<file path="src/rtl/intc_pkg.sv">
package intc_pkg;
  localparam int PERIPH_N = 32;
  localparam int MAIN_N   = 17;
  localparam int CRIT_N   = 4;
  localparam int CODE_W   = 5;
  localparam int MAIN_CASCADE = 4;
  localparam int CRIT_CASCADE = 2;
  localparam logic [PERIPH_N-1:0] PMASK_RST = 32'h7FFF_FC00;
  localparam logic [MAIN_N-1:0]   MMASK_RST = 17'h1_0FFF;

  typedef enum logic [1:0] {
    SEL_PMASK  = 2'd0,
    SEL_MMASK  = 2'd1,
    SEL_PRI    = 2'd2,
    SEL_STATUS = 2'd3
  } regSel_e;

  typedef struct packed {
    logic    wrPMask;
    logic    wrMMask;
    logic    wrPri;
    regSel_e rdSel;
  } ctrlStrobe_t;
endpackage

</file>
<file path="src/rtl/intc_lowest_enc.sv">
module intc_lowest_enc #(
  parameter int W  = 32,
  parameter int IW = (W > 1) ? $clog2(W) : 1
) (
  input  logic [W-1:0]  req,
  output logic          any,
  output logic [IW-1:0] idx
);
  // lowest set index wins; idx is 0 when nothing is requested
  always_comb begin
    any = |req;
    idx = '0;
    for (int i = W - 1; i >= 0; i--) begin
      if (req[i]) idx = IW'(i);
    end
  end
endmodule

</file>
<file path="src/rtl/intc_ctrl.sv">
module intc_ctrl import intc_pkg::*; (
  input  logic [1:0]  regSel,
  input  logic        wrEn,
  output ctrlStrobe_t strobe
);
  regSel_e sel;
  assign sel = regSel_e'(regSel);

  always_comb begin
    strobe.wrPMask = wrEn && (sel == SEL_PMASK);
    strobe.wrMMask = wrEn && (sel == SEL_MMASK);
    strobe.wrPri   = wrEn && (sel == SEL_PRI);
    strobe.rdSel   = sel;
  end
endmodule

</file>
<file path="src/rtl/intc_datapath.sv">
module intc_datapath import intc_pkg::*; (
  input  logic                clk,
  input  logic                rst,
  input  ctrlStrobe_t         strobe,
  input  logic [31:0]         wrData,
  input  logic [PERIPH_N-1:0] periphSrc,
  input  logic [MAIN_N-2:0]   mainExt,
  input  logic [CRIT_N-2:0]   critExt,
  output logic [31:0]         rdData,
  output logic [31:0]         statusWord
);
  localparam int PIW = $clog2(PERIPH_N);
  localparam int MIW = $clog2(MAIN_N);
  localparam int CIW = $clog2(CRIT_N);

  logic [PERIPH_N-1:0] pMask, urgent, pEnable, pReq, hiReq, loReq;
  logic [MAIN_N-1:0]   mMask, mainReq;
  logic [CRIT_N-1:0]   critReq;
  logic                hiAny, loAny, mainAny, critAny;
  logic [PIW-1:0]      hiIdx, loIdx, pCode;
  logic [MIW-1:0]      mainIdx;
  logic [CIW-1:0]      critIdx;
  logic [31:0]         statusNext, statusQ;

  // configuration registers
  always_ff @(posedge clk) begin
    if (rst) begin
      pMask  <= PMASK_RST;
      mMask  <= MMASK_RST;
      urgent <= '0;
    end else begin
      if (strobe.wrPMask) pMask  <= wrData[PERIPH_N-1:0];
      if (strobe.wrMMask) mMask  <= wrData[MAIN_N-1:0];
      if (strobe.wrPri)   urgent <= wrData[PERIPH_N-1:0];
    end
  end

  // peripheral mask is bit-reversed against the source number
  for (genvar p = 0; p < PERIPH_N; p++) begin : g_pen
    assign pEnable[p] = ~pMask[PERIPH_N-1-p];
  end
  assign pReq  = periphSrc & pEnable;
  assign hiReq = pReq & urgent;
  assign loReq = pReq & ~urgent;

  intc_lowest_enc #(.W(PERIPH_N), .IW(PIW)) u_hiEnc (.req(hiReq), .any(hiAny), .idx(hiIdx));
  intc_lowest_enc #(.W(PERIPH_N), .IW(PIW)) u_loEnc (.req(loReq), .any(loAny), .idx(loIdx));
  assign pCode = hiAny ? hiIdx : loIdx;

  // main class: one slot is the non-urgent peripheral cascade
  for (genvar m = 0; m < MAIN_N; m++) begin : g_main
    if (m == MAIN_CASCADE) begin : g_casc
      assign mainReq[m] = loAny & ~mMask[MAIN_N-1-m];
    end else if (m < MAIN_CASCADE) begin : g_lo
      assign mainReq[m] = mainExt[m] & ~mMask[MAIN_N-1-m];
    end else begin : g_hi
      assign mainReq[m] = mainExt[m-1] & ~mMask[MAIN_N-1-m];
    end
  end
  intc_lowest_enc #(.W(MAIN_N), .IW(MIW)) u_mainEnc (.req(mainReq), .any(mainAny), .idx(mainIdx));

  // critical class: one slot is the urgent peripheral cascade
  for (genvar c = 0; c < CRIT_N; c++) begin : g_crit
    if (c == CRIT_CASCADE) begin : g_casc
      assign critReq[c] = hiAny;
    end else if (c < CRIT_CASCADE) begin : g_lo
      assign critReq[c] = critExt[c];
    end else begin : g_hi
      assign critReq[c] = critExt[c-1];
    end
  end
  intc_lowest_enc #(.W(CRIT_N), .IW(CIW)) u_critEnc (.req(critReq), .any(critAny), .idx(critIdx));

  always_comb begin
    statusNext        = '0;
    statusNext[29]    = hiAny | loAny;
    statusNext[28:24] = CODE_W'(pCode);
    statusNext[21]    = mainAny;
    statusNext[20:16] = CODE_W'(mainIdx);
    statusNext[10]    = critAny;
    statusNext[9:8]   = critIdx;
  end

  always_ff @(posedge clk) begin
    if (rst) statusQ <= '0;
    else     statusQ <= statusNext;
  end
  assign statusWord = statusQ;

  always_comb begin
    case (strobe.rdSel)
      SEL_PMASK: rdData = 32'(pMask);
      SEL_MMASK: rdData = 32'(mMask);
      SEL_PRI:   rdData = 32'(urgent);
      default:   rdData = statusQ;
    endcase
  end
endmodule

</file>
<file path="src/rtl/intc_top.sv">
module intc_top import intc_pkg::*; (
  input  logic                clk,
  input  logic                rst,
  input  logic [1:0]          regSel,
  input  logic                wrEn,
  input  logic [31:0]         wrData,
  output logic [31:0]         rdData,
  input  logic [PERIPH_N-1:0] periphSrc,
  input  logic [MAIN_N-2:0]   mainExt,
  input  logic [CRIT_N-2:0]   critExt
);
  ctrlStrobe_t strobe;
  logic [31:0] statusWord;

  intc_ctrl u_ctrl (
    .regSel (regSel),
    .wrEn   (wrEn),
    .strobe (strobe)
  );

  intc_datapath u_dp (
    .clk        (clk),
    .rst        (rst),
    .strobe     (strobe),
    .wrData     (wrData),
    .periphSrc  (periphSrc),
    .mainExt    (mainExt),
    .critExt    (critExt),
    .rdData     (rdData),
    .statusWord (statusWord)
  );
endmodule

</file>
<file path="config.mk">
export PLATFORM = sky130hd
export DESIGN_NAME = intc_top
export DESIGN_NICKNAME = d
export VERILOG_FILES = /design/src/rtl/intc_pkg.sv /design/src/rtl/intc_lowest_enc.sv /design/src/rtl/intc_ctrl.sv /design/src/rtl/intc_datapath.sv /design/src/rtl/intc_top.sv
export SDC_FILE = /design/constraint.sdc
export NUM_CORES = 1
export LEC_CHECK = 0
export BUFFER_PORTS_ARGS = -buffer_cell sky130_fd_sc_hd__buf_2
export CAP_MARGIN = 20
export CORE_ASPECT_RATIO = 1.4
export CORE_UTILIZATION = 38
export DETAILED_ROUTE_END_ITERATION = 8
export GPL_ROUTABILITY_DRIVEN = 0
export GPL_TIMING_DRIVEN = 0
export PLACE_DENSITY = 0.68
export SYNTH_ARGS = -nofsm -noshare
export SYNTH_HDL_FRONTEND = slang
export SYNTH_SLANG_ARGS = --single-unit
</file>
<file path="constraint.sdc">
create_clock -name clk -period 5.4 [get_ports clk]
set_clock_uncertainty 0.2 [all_clocks]
set_input_delay 0 -clock clk [delete_from_list [all_inputs] [get_ports clk]]
set_output_delay 0 -clock clk [all_outputs]
set_load 0.005 [all_outputs]
</file>
==> flow_summary.ini, run 1 <==
[sta]
slew_headroom = 0.412
post-route-period-util = 0.751
tightest_slew_ns = 0.882
period_minus_slack_ns = 4.05
worst_slack_ns = 1.35
slew_violations = 0
finalSetupViolCount = 0
rsz0062_at_grt = no
hold_viol = 0
tns_ns = 0
timing.fmax_mhz = 247

[setup_path]
cp.arrival_ns = 4.15
crit_type = register to register
cp_max_fo = 4
endpoint_kind = register
rrSetupSlack_ns = 1.35
required_ns = 5.50
critPathLaunchType = register

[yosys]
synth_cell_type_count = 52
seq_area_frac_synth = 0.351
synth_area_um2 = 5480
yosys.area.top_type = dfxtp_1
ys_ff_latch = 96
syn_nets = 811
ys_warn_count = 0
synthArstFlopShare = 0
synthFlopType = dfxtp_1
synth_most_common_cell = nand2_1
yosys.area.top_type_share = 0.351
synth_cells = 723
ys_top_cells_by_count = nand2_1, dfxtp_1, a21oi_1, nand3b_1
ys_top_cells_by_area = dfxtp_1, nand2_1, nand3b_1
synth-edff-count = 0
syn_area_per_cell_um2 = 7.58

[global_route]
grt_max_degree = 17
grt_pass1_wl_um = 30900
grt_pass1_vias = 5906
grt_overflow = 0
antenna_found_initial = 0
grtUsageTotal = 0.283

[placement]
numPortBuffers = 116
postPlaceCellArea_um2 = 6290
dp_hpwl_um = 15500
pre_cts_slack_ns = 2.55

[finish]
area_growth_pct = 30.0
final_nets = 994
final_area_um2 = 7130
diodes = 0
drive_gt1_frac = 0.172
final_core_util = 0.510

[clock_network]
cts_buffer_depth = 2
clkTransAtPathRegs_ns = 0.08
clk_latency_ns = 0.36
cts-buffers-inserted = 9
cts_tree = built
ctsRootBufferMaster = clkbuf_16
ctsResizeCount = 0
htreeDepth = 3
cts.sinks = 96

[routing]
firstDrtPassIters = 6
dr.first_iter.drc_count = 511
wirelength_um = 20500
avgRoutedWirePerCell_um = 18.7
ant_nets = 0
drc = 0
vias_per_cell = 5.56
vias = 6093

[status]
status = complete, no violations

[pwr]
power_density_nw_per_um2 = 244
ir_worst_vdd_mv = 0.130
leakage_uw = 0.00304

[floorplan]
io-pin-count = 120
fp.dieArea_um2 = 14900
die_y_um = 144
fp.coreArea_um2 = 14000
num_rows = 51
initial_core_util = 0.392
die_x_um = 103

[flow_run]
maxCapViolations = 0

[hold_path]
hold_path_class = input port to register
-- report_power, final --
group | internal [uW] | switching, uW
clock network | 318 | 307
logic | 161 | 179
registers | 742 | 34.1
total | 1220 | 520
-- worst max-delay path, cell delays in order, from the launching register on --
cell	delay [ns]
dfxtp_1	0.44
nor3b_1	0.14
a2111oi_0	0.62
nand4_1	0.32
o31ai_1	0.54
and2_1	0.26
nand3_1	0.12
dlygate4sd3_1	0.58
nor3_1	0.20
dlygate4sd3_1	0.58
-- through the flow --
step | hold slack [ns] | instances | power, uW
finish | 0.0160 | 1096 | 1740
global route | 0.0394 | 1096 | 1800
CTS | 0.0174 | 1096 | 1740
detailed placement | 0.0166 | 1024 | 1090
global placement | 0.00821 | 1024 | 1090
floorplan | -0.124 | 723 | 962
-- per-layer routing --
| metal | global-route usage | part of all wire | wire, um | up-vias |
|---|---|---|---|---|
| met4 | 0.196 | 0.074 | 1510 | 0 |
| met1 | 0.332 | 0.39 | 8040 | 2799 |
| li1 | - | - | - | 2912 |
| met2 | 0.464 | 0.46 | 9530 | 300 |
| met5 | 0 | 0 | 0 | - |
| met3 | 0.0493 | 0.069 | 1420 | 82 |
-- final timing paths --
| kind | cells past startpoint | from | endpoint |
|---|---|---|---|
| max reg2reg | 9 | u_dp.urgent[3]$_SDFFE_PP0P_ | u_dp.statusWord[19]$_SDFF_PP0_ |
| min reg2reg | 2 | u_dp.mMask[13]$_SDFFE_PP0P_ | u_dp.mMask[13]$_SDFFE_PP0P_ |
| max | 9 | u_dp.urgent[3]$_SDFFE_PP0P_ | u_dp.statusWord[19]$_SDFF_PP0_ |
| min | 3 | periphSrc[0] | u_dp.statusWord[24]$_SDFF_PP0_ |
-- final cells by class --
cell class	instances	area, um2
plain buffers	38	150
clock buffers	11	233
clock inverters	5	40.0
fillers	1397	6850
inverters	12	45.0
multi-input cells	577	3360
flip-flops and latches	96	1920
well taps	185	231
repair buffers	172	1140
-- kinds of logic (layout without fill, tap and decap cells) --
logic type | Yosys count | after routing | synth area share
AOI/OAI and AO/OA | 135 | 135 | 0.150
xor gates and xnor gates | 1 | 1 | 0.00160
buffers and inverters | 50 | 238 | 0.0356
DFF | 96 | 96 | 0.351
muxes | 32 | 32 | 0.0701
and+or+nand+nor | 409 | 409 | 0.392
-- cell usage in the layout (no fill, tap or decap), types with 8 or more instances in the layout --
cell type / synthesis / routed
a21oi_1: 63 / 63
nand2b_1: 11 / 11
nor3_1: 10 / 10
o21ai_0: 29 / 29
mux2_2: 11 / 11
nor4_1: 8 / 8
buf_2: 0 / 116
clkbuf_1: 35 / 37
nand3b_1: 54 / 54
nor2_1: 35 / 35
nor3b_1: 32 / 32
nand3_1: 12 / 12
nor2b_1: 15 / 15
dlygate4sd3_1: 0 / 56
a22o_1: 11 / 11
clkbuf_16: 0 / 9
inv_1: 12 / 12
nand2_1: 194 / 194
mux2i_1: 17 / 17
and3b_1: 13 / 13
dfxtp_1: 96 / 96
-- state kept, by name, summed over array words and instances, names as in the netlist --
signal	cells
u_dp.mMask	17
u_dp.pMask	32
u_dp.statusWord	15
u_dp.urgent	32
-- timing repair --
| action | 4_1_cts | 5_1_grt |
|---|---|---|
| endpoints found under the hold margin | 90 | 0 |
| hold buffers | 56 | 0 |
| buffers inserted | 0 | 0 |
(Power assumes the default switching activity.)
==> run 2: changes to the inputs <==
--- a/config.mk
+++ b/config.mk
@@ -12,7 +12,7 @@
 export DETAILED_ROUTE_END_ITERATION = 8
 export GPL_ROUTABILITY_DRIVEN = 0
 export GPL_TIMING_DRIVEN = 0
-export PLACE_DENSITY = 0.68
+export PLACE_DENSITY = 0.71
 export SYNTH_ARGS = -nofsm -noshare
 export SYNTH_HDL_FRONTEND = slang
 export SYNTH_SLANG_ARGS = --single-unit
==> constraint.sdc (replaced) <==
create_clock -name clk -period 3.6 [get_ports clk]
set_clock_uncertainty 0.2 [all_clocks]
set_input_delay 0 -clock clk [delete_from_list [all_inputs] [get_ports clk]]
set_output_delay 0 -clock clk [all_outputs]
set_load 0.005 [all_outputs]
==> flow_summary.ini, run 2 (same netlist as run 1, synthesis figures left out) <==
[global_route]
grt_util_met2 = 0.471
met3_usage = 0.0498
grt_pass1_vias = 6068
met1_usage = 0.331
grtUsageTotal = 0.286
busiest_layer = met2
grt_max_degree = 17
grt_overflow = 0
antenna_found_initial = 0
grt_pass1_wl_um = 31500

[sta]
finalSetupViolCount = 0
slew_violations = 0
slew_headroom = 0.427
post-route-period-util = 0.961
tightest_slew_ns = 0.860
period_minus_slack_ns = 3.46
rsz0062_at_grt = no
hold_viol = 0
worst_slack_ns = 0.139
timing.fmax_mhz = 289
tns_ns = 0

[placement]
pre_cts_slack_ns = 0.694
numPortBuffers = 116
dp_hpwl_um = 15500
postPlaceCellArea_um2 = 6290

[setup_path]
cp_slowest_stage_delay_ns = 0.58
cp.arrival_ns = 3.51
cp_max_fo = 4
path_cells = nor3b_1 -> nor4_1 -> nand4_1 -> o31ai_1 -> and2_1 -> nand3_1 -> dlygate4sd3_1 -> nor3_1
endpoint_kind = register
cpMaxStageDelayCell = dlygate4sd3_1
critPathLaunchType = register
required_ns = 3.65
crit_type = register to register

[floorplan]
die_y_um = 144
die_x_um = 103
initial_core_util = 0.392
io-pin-count = 120
fp.dieArea_um2 = 14900
fp.coreArea_um2 = 14000
num_rows = 51

[finish]
drive_gt1_frac = 0.175
final_nets = 993
top_regs = u_dp.pMask: 32 flops, u_dp.urgent: 32 flops, u_dp.mMask: 17 flops
final_area_um2 = 7200
diodes = 0
fill_cells = 1340
final_common_cell = nand2_1
most-common-layout-cells = nand2_1, buf_2, dfxtp_1
area_growth_pct = 31.4

[pwr]
leakage_uw = 0.00309
finalPower_uw = 2820
power_density_nw_per_um2 = 392
ir_worst_vdd_mv = 0.210

[routing]
drc = 0
ant_nets = 0
dr.first_iter.drc_count = 524
avgRoutedWirePerCell_um = 18.7
vias_per_cell = 5.65
vias = 6184
firstDrtPassIters = 5
wirelength_um = 20500

[clock_network]
cts_tree = built
cts_setup_buffers = 0
clkTransAtPathRegs_ns = 0.07
cts.sinks = 96
ctsRootBufferMaster = clkbuf_16
clk_latency_ns = 0.35
htreeDepth = 3
cts_buffer_depth = 2
cts-buffers-inserted = 9

[status]
status = complete, no violations

[flow_run]
maxCapViolations = 0

[hold_path]
hold_path_class = input port to register
-- run 2: worst paths after layout --
| kind | startpoint | endpoint | slack [ns] | depth (start not counted) |
|---|---|---|---|---|
| max | u_dp.urgent[6]$_SDFFE_PP0P_ | u_dp.statusWord[19]$_SDFF_PP0_ | 0.14 | 8 |
| min reg2reg | u_dp.mMask[14]$_SDFFE_PP0P_ | u_dp.mMask[14]$_SDFFE_PP0P_ | 0.29 | 2 |
| max reg2reg | u_dp.urgent[6]$_SDFFE_PP0P_ | u_dp.statusWord[19]$_SDFF_PP0_ | 0.14 | 8 |
| min | periphSrc[7] | u_dp.statusWord[27]$_SDFF_PP0_ | 0.04 | 6 |
-- run 2: critical path, delay by kind of cell, from the launching register on --
kind / cells / cell delay [ns]
AND/OR/NAND/NOR: 6 / 1.54
AO/OA/AOI/OAI: 1 / 0.56
buffers and inverters: 1 / 0.58
flip-flops: 1 / 0.48
-- run 2: layer usage --
layer  part of all wire  routed length, um
met1               0.39               8000
met2               0.47               9640
met3              0.065               1340
met4              0.075               1550
met5                  0                  0
-- run 2: area by class of cell --
cell class,instances,area [um2],area share
Sequential cell,96,1920,0.267
Clock inverter,5,110,0.0153
Inverter,12,45.0,0.00625
Multi-Input combinational cell,577,3370,0.468
Tap cell,185,231,0.0321
Buffer,38,150,0.0208
Clock buffer,11,243,0.0337
Timing Repair Buffer,171,1130,0.157
-- run 2: metrics by stage --
stage,instances,hold slack [ns],util
after global placement,1024,0.00718,0.450
after floorplan,723,-0.124,-
after global routing,1095,0.0372,0.515
after CTS,1095,0.0143,0.515
after detailed placement,1024,0.0161,0.450
final,1095,0.0435,0.515
-- run 2: where the power goes --
| group | switching (uW) | internal [uW] | total, uW |
|---|---|---|---|
| combinational | 269 | 241 | 511 |
| sequential | 51.1 | 1110 | 1160 |
| clock | 440 | 706 | 1150 |
| total | 761 | 2060 | 2820 |
-- run 2: repair_timing --
| item | CTS | global route |
|---|---|---|
| hold buffers | 55 | 0 |
| resized for setup | 0 | 2 |
| endpoints found under the setup margin | 0 | 5 |
| hold endpoints to repair | 91 | 0 |
